`config.mk`:
```
export PLATFORM = sky130hd
export DESIGN_NAME = mdio_master
export DESIGN_NICKNAME = d
export VERILOG_FILES = /design/src/rtl/mdio_master_pkg.sv /design/src/rtl/mdio_clk_gen.sv /design/src/rtl/mdio_frame_engine.sv /design/src/rtl/mdio_master.sv
export SDC_FILE = /design/constraint.sdc
export NUM_CORES = 1
export LEC_CHECK = 0
export BUFFER_PORTS_ARGS = -buffer_cell sky130_fd_sc_hd__buf_4
export CORE_ASPECT_RATIO = 0.5
export CORE_MARGIN = 10
export CORE_UTILIZATION = 55
export CTS_CLUSTER_DIAMETER = 80
export DETAILED_ROUTE_END_ITERATION = 6
export PLACE_DENSITY = 0.75
export SYNTH_ARGS = -nofsm -noshare
export SYNTH_HDL_FRONTEND = slang
export SYNTH_SLANG_ARGS = --single-unit
```
`constraint.sdc`:
```
create_clock -name clk_i -period 3.5 [get_ports clk_i]
set_input_delay 0.525 -clock clk_i [delete_from_list [all_inputs] [get_ports clk_i]]
set_output_delay 0.525 -clock clk_i [all_outputs]
set_load 0.01 [all_outputs]
```
`src/rtl/mdio_master_pkg.sv`:
```
package mdio_master_pkg;
  localparam int unsigned REG_AW = 3;
  localparam logic [REG_AW-1:0] RA_MODE  = 3'd0;
  localparam logic [REG_AW-1:0] RA_CMD   = 3'd1;
  localparam logic [REG_AW-1:0] RA_ADDR  = 3'd2;
  localparam logic [REG_AW-1:0] RA_WDATA = 3'd3;
  localparam logic [REG_AW-1:0] RA_RDATA = 3'd4;
  localparam logic [REG_AW-1:0] RA_STAT  = 3'd5;

  localparam int unsigned CMD_SCAN  = 0;
  localparam int unsigned CMD_READ  = 1;
  localparam int unsigned CMD_WRITE = 2;
  localparam int unsigned ST_LINKFAIL = 0;
  localparam int unsigned ST_BUSY     = 1;
  localparam int unsigned ST_INVALID  = 2;
  localparam int unsigned REG_FLD_OFS = 8;

  localparam logic [1:0] SOF   = 2'b01;
  localparam logic [1:0] OP_RD = 2'b10;
  localparam logic [1:0] OP_WR = 2'b01;
  localparam logic [1:0] TA_WR = 2'b10;

  typedef enum logic [1:0] {K_WRITE, K_READ, K_SCAN} xfer_kind_e;
endpackage

```
`src/rtl/mdio_clk_gen.sv`:
```
module mdio_clk_gen #(
  parameter int unsigned HALF_W = 7
) (
  input  logic              clk_i,
  input  logic              rst_ni,
  input  logic              en_i,
  input  logic [HALF_W-1:0] half_i,
  output logic              mdc_o,
  output logic              rise_o,
  output logic              fall_o
);
  logic [HALF_W-1:0] cnt_q;
  logic              mdc_q;
  logic              term;

  assign term   = (cnt_q == half_i - HALF_W'(1));
  assign rise_o = en_i & term & ~mdc_q;
  assign fall_o = en_i & term & mdc_q;
  assign mdc_o  = mdc_q;

  always_ff @(posedge clk_i or negedge rst_ni) begin
    if (!rst_ni) begin
      cnt_q <= '0;
      mdc_q <= 1'b0;
    end else if (!en_i) begin
      cnt_q <= '0;
      mdc_q <= 1'b0;
    end else if (term) begin
      cnt_q <= '0;
      mdc_q <= ~mdc_q;
    end else begin
      cnt_q <= cnt_q + HALF_W'(1);
    end
  end
endmodule

```
`src/rtl/mdio_frame_engine.sv`:
```
module mdio_frame_engine
  import mdio_master_pkg::*;
#(
  parameter int unsigned PHY_AW  = 5,
  parameter int unsigned DATA_W  = 16,
  parameter int unsigned PRE_LEN = 32
) (
  input  logic              clk_i,
  input  logic              rst_ni,
  input  logic              start_i,
  input  logic              rd_i,
  input  logic              nopre_i,
  input  logic [PHY_AW-1:0] phy_i,
  input  logic [PHY_AW-1:0] reg_i,
  input  logic [DATA_W-1:0] wdata_i,
  input  logic              rise_i,
  input  logic              fall_i,
  input  logic              mdio_i,
  output logic              run_o,
  output logic              done_o,
  output logic              mdio_o,
  output logic              mdio_oe_o,
  output logic [DATA_W-1:0] rdata_o
);
  localparam int unsigned FRM_W      = 6 + 2*PHY_AW + DATA_W;
  localparam int unsigned POS_W      = $clog2(PRE_LEN + FRM_W);
  localparam int unsigned DATA_AT    = FRM_W - DATA_W;
  localparam int unsigned RELEASE_AT = DATA_AT - 2;

  logic [FRM_W-1:0]  frame_q;
  logic [POS_W-1:0]  pos_q;
  logic [DATA_W-1:0] sh_q;
  logic              run_q, rd_q, nopre_q;
  logic [POS_W-1:0]  pre_len, last_pos, fidx;
  logic              in_pre, released, last;

  assign pre_len  = nopre_q ? '0 : POS_W'(PRE_LEN);
  assign last_pos = pre_len + POS_W'(FRM_W - 1);
  assign in_pre   = pos_q < pre_len;
  assign fidx     = pos_q - pre_len;
  assign released = rd_q & ~in_pre & (fidx >= POS_W'(RELEASE_AT));
  assign last     = pos_q == last_pos;

  assign run_o     = run_q;
  assign done_o    = run_q & fall_i & last;
  assign mdio_o    = ~run_q | in_pre | frame_q[FRM_W-1];
  assign mdio_oe_o = run_q & ~released;
  assign rdata_o   = sh_q;

  always_ff @(posedge clk_i or negedge rst_ni) begin
    if (!rst_ni) begin
      run_q   <= 1'b0;
      rd_q    <= 1'b0;
      nopre_q <= 1'b0;
      pos_q   <= '0;
      frame_q <= '0;
      sh_q    <= '0;
    end else if (!run_q) begin
      if (start_i) begin
        run_q   <= 1'b1;
        rd_q    <= rd_i;
        nopre_q <= nopre_i;
        pos_q   <= '0;
        frame_q <= {SOF, rd_i ? OP_RD : OP_WR, phy_i, reg_i,
                    rd_i ? 2'b11 : TA_WR, rd_i ? {DATA_W{1'b1}} : wdata_i};
      end
    end else begin
      if (rise_i && rd_q && !in_pre && fidx >= POS_W'(DATA_AT))
        sh_q <= {sh_q[DATA_W-2:0], mdio_i};
      if (fall_i) begin
        if (last) run_q <= 1'b0;
        else      pos_q <= pos_q + POS_W'(1);
        if (!in_pre) frame_q <= frame_q << 1;
      end
    end
  end
endmodule

```
`src/rtl/mdio_master.sv`:
```
module mdio_master
  import mdio_master_pkg::*;
#(
  parameter int unsigned DIV_W    = 8,
  parameter int unsigned PHY_AW   = 5,
  parameter int unsigned DATA_W   = 16,
  parameter int unsigned PRE_LEN  = 32,
  parameter int unsigned SCAN_REG = 1,
  parameter int unsigned LINK_BIT = 2
) (
  input  logic              clk_i,
  input  logic              rst_ni,
  input  logic              reg_we_i,
  input  logic [2:0]        reg_addr_i,
  input  logic [DATA_W-1:0] reg_wdata_i,
  output logic [DATA_W-1:0] reg_rdata_o,
  output logic              mdc_o,
  output logic              mdio_o,
  output logic              mdio_oe_o,
  input  logic              mdio_i
);
  localparam int unsigned HALF_W = DIV_W - 1;

  logic [DIV_W-1:0]  div_q;
  logic              nopre_q;
  logic [PHY_AW-1:0] phy_q, rga_q;
  logic [DATA_W-1:0] wdat_q, rdat_q;
  logic              scan_q, link_fail_q, invalid_q;
  xfer_kind_e        kind_q;

  logic [HALF_W-1:0] half;
  logic              busy, cmd_we, rw_go, scan_go, eng_start, start_rd;
  logic              eng_run, eng_done, rise, fall;
  logic [PHY_AW-1:0] start_reg;
  logic [DATA_W-1:0] eng_rdata;

  // divisor 0 behaves as 2
  assign half = (div_q[DIV_W-1:1] == '0) ? HALF_W'(1) : div_q[DIV_W-1:1];

  assign busy      = eng_run | scan_q;
  assign cmd_we    = reg_we_i && (reg_addr_i == RA_CMD);
  assign rw_go     = cmd_we && !busy &&
                     (reg_wdata_i[CMD_WRITE] || reg_wdata_i[CMD_READ]);
  assign scan_go   = scan_q & ~eng_run;
  assign eng_start = rw_go | scan_go;
  assign start_rd  = rw_go ? ~reg_wdata_i[CMD_WRITE] : 1'b1;
  assign start_reg = rw_go ? rga_q : PHY_AW'(SCAN_REG);

  mdio_clk_gen #(.HALF_W(HALF_W)) u_clk (
    .clk_i  (clk_i),
    .rst_ni (rst_ni),
    .en_i   (eng_run),
    .half_i (half),
    .mdc_o  (mdc_o),
    .rise_o (rise),
    .fall_o (fall)
  );

  mdio_frame_engine #(.PHY_AW(PHY_AW), .DATA_W(DATA_W), .PRE_LEN(PRE_LEN)) u_eng (
    .clk_i     (clk_i),
    .rst_ni    (rst_ni),
    .start_i   (eng_start),
    .rd_i      (start_rd),
    .nopre_i   (nopre_q),
    .phy_i     (phy_q),
    .reg_i     (start_reg),
    .wdata_i   (wdat_q),
    .rise_i    (rise),
    .fall_i    (fall),
    .mdio_i    (mdio_i),
    .run_o     (eng_run),
    .done_o    (eng_done),
    .mdio_o    (mdio_o),
    .mdio_oe_o (mdio_oe_o),
    .rdata_o   (eng_rdata)
  );

  always_ff @(posedge clk_i or negedge rst_ni) begin
    if (!rst_ni) begin
      div_q       <= '0;
      nopre_q     <= 1'b0;
      phy_q       <= '0;
      rga_q       <= '0;
      wdat_q      <= '0;
      rdat_q      <= '0;
      scan_q      <= 1'b0;
      link_fail_q <= 1'b0;
      invalid_q   <= 1'b0;
      kind_q      <= K_WRITE;
    end else begin
      if (reg_we_i) begin
        unique case (reg_addr_i)
          RA_MODE: begin
            div_q   <= {reg_wdata_i[DIV_W-1:1], 1'b0};
            nopre_q <= reg_wdata_i[DIV_W];
          end
          RA_ADDR: begin
            phy_q <= reg_wdata_i[PHY_AW-1:0];
            rga_q <= reg_wdata_i[REG_FLD_OFS +: PHY_AW];
          end
          RA_WDATA: wdat_q <= reg_wdata_i;
          default: ;
        endcase
      end
      if (eng_start)
        kind_q <= !rw_go ? K_SCAN : (start_rd ? K_READ : K_WRITE);
      if (eng_done && kind_q != K_WRITE) begin
        rdat_q <= eng_rdata;
        if (kind_q == K_SCAN) begin
          link_fail_q <= ~eng_rdata[LINK_BIT];
          invalid_q   <= 1'b0;
        end
      end
      if (cmd_we) begin
        scan_q <= reg_wdata_i[CMD_SCAN];
        if (reg_wdata_i[CMD_SCAN] && !scan_q) invalid_q <= 1'b1;
      end
    end
  end

  always_comb begin
    reg_rdata_o = '0;
    unique case (reg_addr_i)
      RA_MODE: begin
        reg_rdata_o[DIV_W-1:0] = div_q;
        reg_rdata_o[DIV_W]     = nopre_q;
      end
      RA_CMD:  reg_rdata_o[CMD_SCAN] = scan_q;
      RA_ADDR: begin
        reg_rdata_o[PHY_AW-1:0]             = phy_q;
        reg_rdata_o[REG_FLD_OFS +: PHY_AW] = rga_q;
      end
      RA_WDATA: reg_rdata_o = wdat_q;
      RA_RDATA: reg_rdata_o = rdat_q;
      RA_STAT: begin
        reg_rdata_o[ST_LINKFAIL] = link_fail_q;
        reg_rdata_o[ST_BUSY]     = busy;
        reg_rdata_o[ST_INVALID]  = invalid_q;
      end
      default: ;
    endcase
  end
endmodule

```
After elaboration in Yosys (flattened, before gate mapping)
Index checks and enable logic that the tools add are counted.

word-level totals
  register bits after elaboration = 120
  word-level logic and storage cells = 117

operators by class
  $add $sub $neg = 5
  magnitude comparators = 3
  reduce and logical (&&, ||, !) cells = 24
  bitwise gates (word level) = 19
  equality and inequality tests = 12
  multiplexer cells = 36

operator list
  kind                 count
  $mux 32              4
  $mux 6               5
  $mux 7               3
  $mux 16              1
  $mux 1               13
  $pmux 4 s3           1
  $reduce_and 2->1     6
  $pmux 2 s5           1
  $and 1x1->1          9
  $pmux 3 s3           1
  $logic_and 1x1->1    8
  $pmux 2 s4           1
  $add 7x1->7 const B  1
  $eq 7x7->1           1
  $logic_not 7->1      1
  $sub 7x1->7 const B  1
  $add 6x1->6 const B  1
  $add 6x5->6 const B  1
  $eq 3x2->1 const B   2
  $eq 3x3->1 const B   2
  $eq 6x6->1           1
  $ge 6x4->1 const B   1
  $ge 6x5->1 const B   1
  $lt 6x6->1           1
  17 further kinds     32

Longest topological paths before layout
Gate-level depths: netlist (run 1).

  depth in word-level cells = 12
  gate-level depth with buffers = 12
  mapped depth without buffers = 9

Cells and area by module
Synthesis (run 1) repeated with hierarchy kept, for this count alone.

second synthesis, totals
  cell total of the unflattened synthesis = 510
  area total of the unflattened synthesis = 6072.1 um^2

modules (own cells, without submodules)
  module             cells an instance  area each (um^2)  instances
  mdio_frame_engine  246                2866.5            1
  mdio_master        208                2628.8            1
  mdio_clk_gen       56                 576.8             1

Least setup slack after synthesis (run 1)
OpenSTA, ideal clock, no wires.

  path type = flip-flop to flip-flop
  from = register div_q[7]
  to = register u_eng.sh_q[10], in the netlist u_eng.rdata_o[10]
  cell stages (with the launch flop) = 13
  path slack = 285 ps
  arrival time = 3091 ps
  setup time = 125 ps
  clock period less this slack = 3215 ps
  path buffers = 3
  path through = dfrtp_1 > buf_2 > nor4_1 > a21oi_1 > ha_1 > or4b_4 > nor4b_4 > nor4b_4 > nor4_4 > and3_1 > buf_4 > buf_6 > mux2_2

on the way
  longest elaborated chain between the ends = 10

ends and longest elaborated chain
  what                                   line                     RTL
  start: declaration                     mdio_master.sv:24        logic [DIV_W-1:0] div_q;
  start signal: assignment               mdio_master.sv:94        div_q <= {reg_wdata_i[DIV_W-1:1], 1'b0};
  $logic_not 7->1                        mdio_master.sv:38        assign half = (div_q[DIV_W-1:1] == '0) ? HALF_W'(1) : div_q[DIV_W-1:1];
  $mux 7 (*)                             mdio_master.sv:38
  $sub 7x1->7 (*)                        mdio_clk_gen.sv:16       assign term = (cnt_q == half_i - HALF_W'(1));
  $eq 7x7->1 (*)                         mdio_clk_gen.sv:16
  $and 1x1->1 (*) (2 in series)          mdio_clk_gen.sv:17       assign rise_o = en_i & term & ~mdc_q;
  $logic_and 1x1->1 (*) (3 in series)    mdio_frame_engine.sv:68  if (rise_i && rd_q && !in_pre && fidx >= POS_W'(DATA_AT))
  $reduce_and 2->1 (no source line) (*)  n/a
  end signal: assignment                 mdio_frame_engine.sv:69  sh_q <= {sh_q[DATA_W-2:0], mdio_i};
  end: declaration                       mdio_frame_engine.sv:32  logic [DATA_W-1:0] sh_q;

Mark *: on every way between the ends. The rest lies on a longest branch, timed or not.
A chain may end at the register's enable or synchronous reset.

Worst setup path after layout (run 1)
  from = register div_q[3]
  to = register u_eng.frame_q[30]

on the way
  longest elaborated chain between the ends = 8

ends and longest elaborated chain
  what                                   line                     RTL
  $logic_not 7->1                        mdio_master.sv:38
  $mux 7 (*)                             mdio_master.sv:38
  $sub 7x1->7 (*)                        mdio_clk_gen.sv:16
  $eq 7x7->1 (*)                         mdio_clk_gen.sv:16
  $and 1x1->1 (*) (2 in series)          mdio_clk_gen.sv:18       assign fall_o = en_i & term & mdc_q;
  $ne 2x1->1 (no source line) (*)        n/a
  $reduce_and 3->1 (no source line) (*)  n/a
  end signal: assignment                 mdio_frame_engine.sv:64  frame_q <= {SOF, rd_i ? OP_RD : OP_WR, phy_i, reg_i,
  end signal: assignment                 mdio_frame_engine.sv:73  if (!in_pre) frame_q <= frame_q << 1;
  end: declaration                       mdio_frame_engine.sv:30  logic [FRM_W-1:0] frame_q;

Marks and branches as above.

==> results of run 1 <==
synthesized netlist by cell type, drive strengths merged (6+ instances only):
cell type,instances,area (um^2)
and3,6,37.5
clkbuf,22,82.6
o22ai,33,206
nand3,7,35.0
nand2,47,176
mux2i,20,200
inv,12,45.0
mux2,79,927
a21oi,9,45.0
nor2,24,90.1
a22o,7,61.3
dfrtp,120,3000
buf,11,71.3
o21ai,18,90.1
xnor2,6,52.6
state kept, by name (all words and copies together), names as in the netlist:
signal and flops:
kind_q 2, rdat_q 16, invalid_q 1, rga_q 5, u_eng.nopre_q 1, u_clk.mdc_o 1
u_eng.rdata_o 16, u_eng.run_o 1, phy_q 5, link_fail_q 1, div_q 7, wdat_q 16
u_eng.rd_q 1, nopre_q 1, u_clk.cnt_q 7, u_eng.frame_q 32, u_eng.pos_q 6, scan_q 1
through the flow:
stage                     hold slack, ns  instance area [um^2]  std cells  total power [W]  util (%)
final                              0.154                  6980        699          0.00436      67.7
after detailed placement           0.482                  6340        666          0.00253      61.5
after global routing               0.206                  6980        699          0.00455      67.7
after global placement             0.482                  6340        666          0.00249      61.5
after CTS                          0.180                  6960        698          0.00436      67.4
after floorplan                    0.229                  5860        501          0.00227         -
timing repair:
item                       CTS  global route
buffers inserted             0             1
gates resized for setup      0             2
setup endpoints to repair    0            19
power by group:
group,switching [W],leakage (nW),internal (W),total (W)
Combinational,0.000379,1.51,0.000353,0.000731
Sequential,0.000211,1.47,0.00158,0.00179
Clock,0.000698,0.293,0.00113,0.00183
cell families (layout without fill, tap and decap cells):
logic type	Yosys count	after routing	synth area share, %
AND/OR/NAND/NOR	124	124	11.9
AO/OA/AOI/OAI	97	97	11.7
XOR/XNOR	11	11	1.64
flip-flops	120	120	51.2
multiplexers	99	99	19.2
adder cells (fa/ha/maj)	4	4	0.854
buffers and inverters	46	104	3.46
cell type report:
| type | count | area, um^2 | area share [%] |
|---|---|---|---|
| flip-flops and latches | 120 | 3000 | 43.1 |
| multi-input cells | 335 | 2670 | 38.2 |
| repair buffers | 59 | 468 | 6.71 |
| clock buffers | 17 | 425 | 6.10 |
| clock inverters | 15 | 190 | 2.73 |
| well taps | 140 | 175 | 2.51 |
| inverters | 13 | 48.8 | 0.699 |
critical path, delay by kind of cell, from the launching register on:
family | cells | cell delay [ns]
and+or+nand+nor | 6 | 1.77
DFF | 1 | 0.45
buffers and inverters | 1 | 0.30
adders and majority gates | 1 | 0.25
muxes | 1 | 0.24
AOI/OAI and AO/OA | 1 | 0.19
worst max path at each step:
stage,cells after the start,endpoint,slack (ns),startpoint
6_report,10,u_eng.frame_q[30]$_DFFE_PN0P_,0.20,div_q[3]$_DFFE_PN0P_
5_1_grt,10,u_eng.pos_q[5]$_DFFE_PN0P_,0.02,div_q[4]$_DFFE_PN0P_
4_1_cts,9,rdat_q[9]$_DFFE_PN0N_,0.12,div_q[5]$_DFFE_PN0P_
3_5_place_dp,9,rdat_q[14]$_DFFE_PN0N_,0.14,div_q[5]$_DFFE_PN0P_
3_3_place_gp,9,rdat_q[15]$_DFFE_PN0N_,0.25,div_q[5]$_DFFE_PN0P_
2_1_floorplan,12,u_eng.rdata_o[10]$_DFFE_PN0P_,0.28,div_q[7]$_DFFE_PN0P_
layer usage:
| metal | vias to the layer above | part of all wire [%] |
|---|---|---|
| met5 | - | 0 |
| met4 | 0 | 1.8 |
| met3 | 25 | 5.7 |
| met2 | 138 | 48 |
| met1 | 2198 | 45 |
| li1 | 1927 | - |
==> metrics.txt, run 1 <==
HP Class in -> async; hpwl dp 9690 um; Synth Net Count 528; Final ANT Viol Nets 0; crit start category register; # diodes 0; post-cts hold buffer count 0; RSZ-0062 raised after global routing false; Slew Limit Fails 0; CP Max Fanout 20; leakage power 3.28 nW; Async S/R FF share, synth 100%; die area 0.0154 mm^2; Fin. Hold Viols 0; Chip Width 166 um; origin of the critical flop-to-flop path div_q[3]$_DFFE_PN0P_; CTS buffer count 17; number of global-route vias before repair 4,464; Worst EP arrival 3.63 ns; clock sinks 120; layout cell share with drive strength beyond 1 33.1%; Final Skew 0.00850 ns; initial antenna violation count 0; sequential area share after synthesis 51.2%; Synth cell types 63; commonest non-fill, non-tap cell in the layout dfrtp_1; DR vias 4,288; Setup TNS 0 ns; commonest cells after routing, fill and taps aside 119 x dfrtp_1, 68 x mux2_2, 57 x buf_4, 47 x nand2_1, 33 x o22ai_1; gpl congestion 0.842; Worst-Margin Slew 0.861 ns; fillers 717; met3 GRT Util 5.68%; num rows 26; Chip Height 93.0 um; dpl ws 0.139 ns; crit-path cells nor2_1 > a21oi_1 > ha_1 > or4b_4 > nor4_4 > nor4b_4 > or4_1 > nor3_2 > buf_4 > mux2i_1; Clk pin slew, worst setup/hold paths 0.06 ns; pin count of the biggest net entering global routing 56; Slowest cell on crit path or4_1; core area 0.0103 mm^2; Crit Path Class reg -> reg; wirelength, routed 14,700 um; CTS tree yes; synthesized area 0.00586 mm^2; reg2reg setup slack 0.20 ns; worst r2r dst u_eng.frame_q[30]$_DFFE_PN0P_; post-synthesis average cell area 11.7 um^2; Post-synth EDFFs 0; Max-slew headroom 42.4%; post-DR wirelength/cell 21.0 um; Critical Path RT 3.83 ns; Yosys warning total 0; Mapped Cells 501; worst skew pair latency 0.42 ns; Synth Register Bits 120; period utilisation layout 94.2%; Total GRT Usage 19.4%; CTS root buffer clkbuf_16; drt drc 0; H-tree depth 4; peak supply drop 0.372 mV; Final WS setup 0.202 ns; Max Cap Violations 0; Worst R2R Path Depth 10; initial drt markers 422; gr ovfl total 0; PwrDens 624 mW/mm^2; IO buf count 41; M2 GR Usage 31.1%; met1 usage 24.5%; post-layout minimum cycle time 3.30 ns; synth-to-layout area growth 19.0%; Max clock buf depth 2; CP endpoint kind register; first-pass GRT wire length 24,200 um; Initial Util 56.8%; Main synth FF type dfrtp_1; drt first pass iters 5; Final #Nets 573; status completed; Max Fclk 0.303 GHz; I/O pin cnt 42; vias per inst 6.13; Final Setup Violations 0; busiest layer in global routing met2; Worst path max stage delay 0.56 ns
No activity file was read; power rests on OpenSTA's default activity.
==> run 2: changes to the inputs <==
--- a/config.mk
+++ b/config.mk
@@ -12,6 +12,7 @@
 export CTS_CLUSTER_DIAMETER = 80
 export DETAILED_ROUTE_END_ITERATION = 6
 export PLACE_DENSITY = 0.75
+export RECOVER_POWER = 50
 export SYNTH_ARGS = -nofsm -noshare
 export SYNTH_HDL_FRONTEND = slang
 export SYNTH_SLANG_ARGS = --single-unit
==> run 2 against run 1 <==
The flow now finishes with violations (max-capacitance violations, max-slew violations). Global-route usage unchanged. First-iteration DRC count decreased by 2.4%. Clock skew increased by 0.0018 ns. Cell area decreased by 0.32%. Utilization decreased by 0.22 points. Register-to-register slack about the same. Critical endpoint unchanged. Largest cell class unchanged.
==> metrics.txt, run 2 (synthesis results as in run 1) <==
H-tree depth 4 (unchanged); Final #Nets 573 (unchanged); placed cell areas 0.00634 mm^2 (unchanged); peak supply drop 0.372 mV (about the same); CTS root buffer clkbuf_16; Clk pin slew, worst setup/hold paths 0.06 ns (about the same); initial drt markers 412 (-2.4%); Largest Register u_eng.frame_q; IO buf count 41 (unchanged); worst skew pair latency 0.42 ns (about the same); CP endpoint kind register; Final ANT Viol Nets 0 (unchanged); Critical Path RT 3.83 ns (about the same); Chip Height 93.0 um (unchanged); Initial Util 56.8% (unchanged); post-DR wirelength/cell 21.0 um (-0.18%); max reg flops 32 (unchanged); # diodes 0 (unchanged); CTS buffer count 17 (unchanged); Max-slew headroom -95.0% (-140 points); pin count of the biggest net entering global routing 56 (unchanged); hpwl dp 9690 um (unchanged); first-pass GRT wire length 24,200 um (unchanged); Total GRT Usage 19.4% (unchanged); non-filler instance count after layout 699 (unchanged); RSZ-0062 raised after global routing false; Finished Cell Area 0.00695 mm^2 (-0.32%); failing checks max-capacitance violations, max-slew violations; Worst R2R Path Depth 10 (unchanged); vias per inst 6.15 (+0.21%); commonest non-fill, non-tap cell in the layout dfrtp_1; drt first pass iters 4 (-1); I/O pin cnt 42 (unchanged); leakage power 3.26 nW (-0.54%); Power Total 0.00435 W (-0.17%); Final Setup Violations 0 (unchanged); CP Max Fanout 20 (unchanged); HP Class in -> reg; DP Cell Count 666 (unchanged); crit start category register; num rows 26 (unchanged); Fin. Hold Viols 0 (unchanged); status complete, but fails checks; commonest cells after routing, fill and taps aside 119 x dfrtp_1, 68 x mux2_2, 50 x buf_4, 47 x nand2_1, 33 x o22ai_1; Slew Limit Fails 56 (+56); Final Skew 0.0103 ns (+0.00175 ns); origin of the critical flop-to-flop path div_q[3]$_DFFE_PN0P_; Max clock buf depth 2 (unchanged); Setup TNS 0 ns (unchanged); WHS Path Cells 2; period utilisation layout 94.2% (about the same); gpl congestion 0.842 (unchanged); Max Cap Violations 1 (+1); drt drc 0 (unchanged); initial antenna violation count 0 (unchanged); post-layout minimum cycle time 3.30 ns (-0.00313 ns); DR vias 4,297 (+0.21%); Worst-Margin Slew 2.92 ns (+2.06 ns); reg2reg setup slack 0.20 ns (about the same); PwrDens 625 mW/mm^2 (+0.15%); number of global-route vias before repair 4,464 (unchanged); worst hold endpoint wdat_q[14]$_DFFE_PN0P_; gr ovfl total 0 (unchanged); die area 0.0154 mm^2 (unchanged); clock sinks 120 (unchanged); Max Fclk 0.303 GHz (about the same); core area 0.0103 mm^2 (unchanged); layout cell share with drive strength beyond 1 32.4% (-0.72 points); post-cts hold buffer count 0 (unchanged); Hold Startpoint reg_wdata_i[14]; worst r2r dst u_eng.frame_q[30]$_DFFE_PN0P_; wirelength, routed 14,700 um (-0.18%); Crit Path Class reg -> reg; CTS tree yes; Util after Layout 67.4% (-0.22 points); Worst EP arrival 3.62 ns (about the same); synth-to-layout area growth 18.7%; Chip Width 166 um (unchanged)
-- run 2: final cells by class --
class / count / area, um^2
clock buffers: 17 / 425
clock inverters: 15 / 190
inverters: 13 / 48.8
multi-input cells: 335 / 2670
flip-flops and latches: 120 / 3000
fillers: 723 / 3360
repair buffers: 59 / 445
well taps: 140 / 175
-- run 2: worst max-delay path by stage --
stage | start | end | slack (ns)
3_3_place_gp | div_q[5]$_DFFE_PN0P_ | rdat_q[15]$_DFFE_PN0N_ | 0.25
3_5_place_dp | div_q[5]$_DFFE_PN0P_ | rdat_q[14]$_DFFE_PN0N_ | 0.14
5_1_grt | rst_ni | u_clk.cnt_q[6]$_DFF_PN0_ | 0.02
4_1_cts | div_q[5]$_DFFE_PN0P_ | rdat_q[9]$_DFFE_PN0N_ | 0.12
2_1_floorplan | div_q[7]$_DFFE_PN0P_ | u_eng.rdata_o[10]$_DFFE_PN0P_ | 0.28
6_report | div_q[3]$_DFFE_PN0P_ | u_eng.frame_q[30]$_DFFE_PN0P_ | 0.20
-- run 2: through the flow --
step / hold slack [ns] / setup slack, ns
floorplan: 0.229 / 0.285
global placement: 0.482 / 0.252
detailed placement: 0.482 / 0.139
CTS: 0.180 / 0.122
global route: 0.345 / 0.0170
finish: 0.338 / 0.205
-- run 2: repair_timing --
action                     in CTS  in global routing
gates resized for setup         0                  2
buffers inserted                0                  1
setup endpoints to repair       0                 19
-- run 2: where the power goes --
group,switching [W],internal (W)
combinational,0.000378,0.000351
sequential,0.000211,0.00158
clock,0.000694,0.00113
-- run 2: per-layer routing --
layer	up-vias	global-route usage (%)	part of all wire, %
met3	29	5.68	5.7
met1	2206	24.5	44
met5	-	0	0
met4	0	7.40	1.9
li1	1928	-	-
met2	134	31.1	48
-- run 2: critical path, stage by stage (launching register included) --
cell	delay, ns
dfrtp_1	0.45
nor2_1	0.10
a21oi_1	0.19
ha_1	0.25
or4b_4	0.54
nor4_4	0.29
nor4b_4	0.10
or4_1	0.56
nor3_2	0.18
buf_4	0.30
mux2i_1	0.24
==> run 3: changes to the inputs <==
--- a/config.mk
+++ b/config.mk
@@ -11,7 +11,7 @@
 export CORE_UTILIZATION = 55
 export CTS_CLUSTER_DIAMETER = 80
 export DETAILED_ROUTE_END_ITERATION = 6
-export PLACE_DENSITY = 0.75
+export PLACE_DENSITY = 0.79
 export RECOVER_POWER = 50
 export SYNTH_ARGS = -nofsm -noshare
 export SYNTH_HDL_FRONTEND = slang
==> run 3 against run 2 <==
Largest power group unchanged. Critical path depth unchanged. Register-to-register slack worse by 0.02 ns. Utilization up 0.73 points. First-iteration DRC count shrank 6.1%. Sequential cell count unchanged. Setup slack worse by 0.023 ns. Worst hold slack got worse by 0.0011 ns. Count of clock-buffer cells in the layout rose by 5. The run still ends with max-capacitance violations, max-slew violations left. Critical endpoint is now u_eng.pos_q[3]$_DFFE_PN0P_.
==> metrics.txt, run 3 (synthesis results as in run 1) <==
max reg flops 32 (unchanged); hpwl dp 9710 um (+0.20%); layout cell share with drive strength beyond 1 32.4% (+0.063 points); DR vias 4,389 (+2.1%); Met2 Routed Length 7180 um (+1.7%); commonest non-fill, non-tap cell in the layout dfrtp_1; CP Max Fanout 9 (-55%); DP Cell Count 667 (+0.15%); drt first pass iters 6 (+2); pin count of the biggest net entering global routing 55 (-1.8%); Crit Path Class reg -> reg; synth-to-layout area growth 19.9%; number of global-route vias before repair 4,453 (-0.25%); I/O pin cnt 42 (unchanged); HP Class in -> reg; crit start category register; crit-path cells nor2_1 > a21oi_1 > ha_1 > or4b_4 > nor4b_4 > nor4b_4 > or4_1 > buf_4 > o311ai_0 > o41ai_1; num rows 26 (unchanged); Final ANT Viol Nets 0 (unchanged); non-filler instance count after layout 701 (+0.29%); # diodes 0 (unchanged); Reg area 0.00300 mm^2 (unchanged); Worst-Margin Slew 2.85 ns (-0.0742 ns); wirelength, routed 14,700 um (+0.49%); Critical Path RT 3.78 ns (-0.05 ns); Chip Height 93.0 um (unchanged); die area 0.0154 mm^2 (unchanged); vias per inst 6.26 (+1.8%); Largest Register u_eng.frame_q; Clk pin slew, worst setup/hold paths 0.06 ns (about the same); Crit path top cell by count nor4b_4; Power Total 0.00450 W (+3.6%); peak supply drop 0.482 mV (+30%); met1 WL 6260 um (-3.5%); CTS buffer count 17 (unchanged); worst skew pair latency 0.42 ns (about the same); initial drt markers 387 (-6.1%); status complete, but fails checks; gr ovfl total 0 (unchanged); post-layout minimum cycle time 3.32 ns (+0.0234 ns); post-DR wirelength/cell 21.0 um (+0.20%); clock sinks 120 (unchanged); period utilisation layout 94.8% (+0.67 points); Slew Limit Fails 55 (-1.8%); Worst Path Buf+Inv 1 (unchanged); commonest cells after routing, fill and taps aside 119 x dfrtp_1, 68 x mux2_2, 51 x buf_4, 47 x nand2_1, 33 x o22ai_1; Fin. Hold Viols 0 (unchanged); top sig layer met4; Total GRT Usage 19.1% (-0.28 points); failing checks max-capacitance violations, max-slew violations; Max Fclk 0.301 GHz (-0.71%); CP endpoint kind register; CTS tree yes; CTS root buffer clkbuf_16; core area 0.0103 mm^2 (unchanged); gpl congestion 0.900 (+6.9%); Setup TNS 0 ns (unchanged); Max Cap Violations 1 (unchanged); PwrDens 641 mW/mm^2 (+2.5%); H-tree depth 4 (unchanged); Slowest cell on crit path or4_1; leakage power 3.30 nW (+1.1%); delay-heaviest family, CP simple AND/OR/NAND/NOR gates; fillers 716 (-0.97%); Chip Width 166 um (unchanged); Final Skew 0.00922 ns (-0.00103 ns); dpl ws 0.0657 ns (-0.0731 ns); drt drc 0 (unchanged); Multi-input gate area 0.00267 mm^2 (+0.28%); initial antenna violation count 0 (unchanged); first-pass GRT wire length 24,000 um (-0.91%); Final #Nets 575 (+0.35%); Worst path max stage delay 0.56 ns (about the same); IO buf count 41 (unchanged); Final Setup Violations 0 (unchanged); Final WS setup 0.181 ns (-0.0234 ns); Max-slew headroom -90.0% (+4.9 points); wire length on met3 989 um (+19%); RSZ-0062 raised after global routing false; Worst EP arrival 3.60 ns (-0.02 ns); post-cts hold buffer count 0 (unchanged); Max clock buf depth 2 (unchanged); Initial Util 56.8% (unchanged)
[run 3: changes by cell type in the layout (fill, tap and decap cells not counted)]
cell        delta
bufinv_16      +2
inv_6          -4
clkinvlp_4     -1
clkinv_4       -1
clkbuf_8       +4
buf_4          +1
o311ai_0       -1
inv_8          -1
clkbuf_1       +2
o311ai_2       +1
[run 3: area by class of cell]
| cell class | instances | share of cell area [%] |
|---|---|---|
| clock inverters | 10 | 2.67 |
| repair buffers | 61 | 6.50 |
| flip-flops and latches | 120 | 42.7 |
| well taps | 140 | 2.49 |
| multi-input cells | 335 | 38.0 |
| clock buffers | 22 | 6.89 |
| inverters | 13 | 0.694 |
[run 3: power by group]
part | internal [W] | switching (W) | total (W)
clock network | 0.00134 | 0.000639 | 0.00198
logic | 0.000350 | 0.000380 | 0.000731
registers | 0.00158 | 0.000211 | 0.00179
[run 3: metrics by stage]
step | utilization (%) | cell area, um^2 | hold WS, ns
2_1_floorplan | - | 5860 | 0.229
3_3_place_gp | 61.4 | 6330 | 0.483
3_5_place_dp | 61.4 | 6330 | 0.496
4_1_cts | 67.9 | 7010 | 0.166
5_1_grt | 68.2 | 7030 | 0.330
6_report | 68.2 | 7030 | 0.337
[run 3: worst paths after layout]
check	start	to	slack, ns	cells after the start
worst max-delay path	div_q[3]$_DFFE_PN0P_	u_eng.pos_q[3]$_DFFE_PN0P_	0.18	10
worst min-delay path	reg_wdata_i[14]	wdat_q[14]$_DFFE_PN0P_	0.34	2
worst max register to register	div_q[3]$_DFFE_PN0P_	u_eng.pos_q[3]$_DFFE_PN0P_	0.18	10
worst min register to register	u_eng.frame_q[25]$_DFFE_PN0P_	u_eng.frame_q[25]$_DFFE_PN0P_	0.50	1
max in group asynchronous	rst_ni	u_clk.cnt_q[5]$_DFF_PN0_	0.69	2
min in group asynchronous	rst_ni	rga_q[2]$_DFFE_PN0P_	1.02	1
[run 3: layer usage]
metal | vias up | GRT usage, %
li1 | 1940 | -
met1 | 2212 | 23.6
met2 | 213 | 31.9
met3 | 24 | 4.85
met4 | 0 | 7.33
met5 | - | 0
[run 3: worst register-to-register path, cell delays in order, from the launching register on]
cell,delay (ns)
dfrtp_1,0.46
nor2_1,0.11
a21oi_1,0.22
ha_1,0.27
or4b_4,0.54
nor4b_4,0.29
nor4b_4,0.10
or4_1,0.56
buf_4,0.20
o311ai_0,0.32
o41ai_1,0.13
[run 3: what timing repair did]
| action | in CTS | in global routing |
|---|---|---|
| setup buffers | 0 | 2 |
| resized for setup | 0 | 4 |
| endpoints found under the setup margin | 0 | 67 |
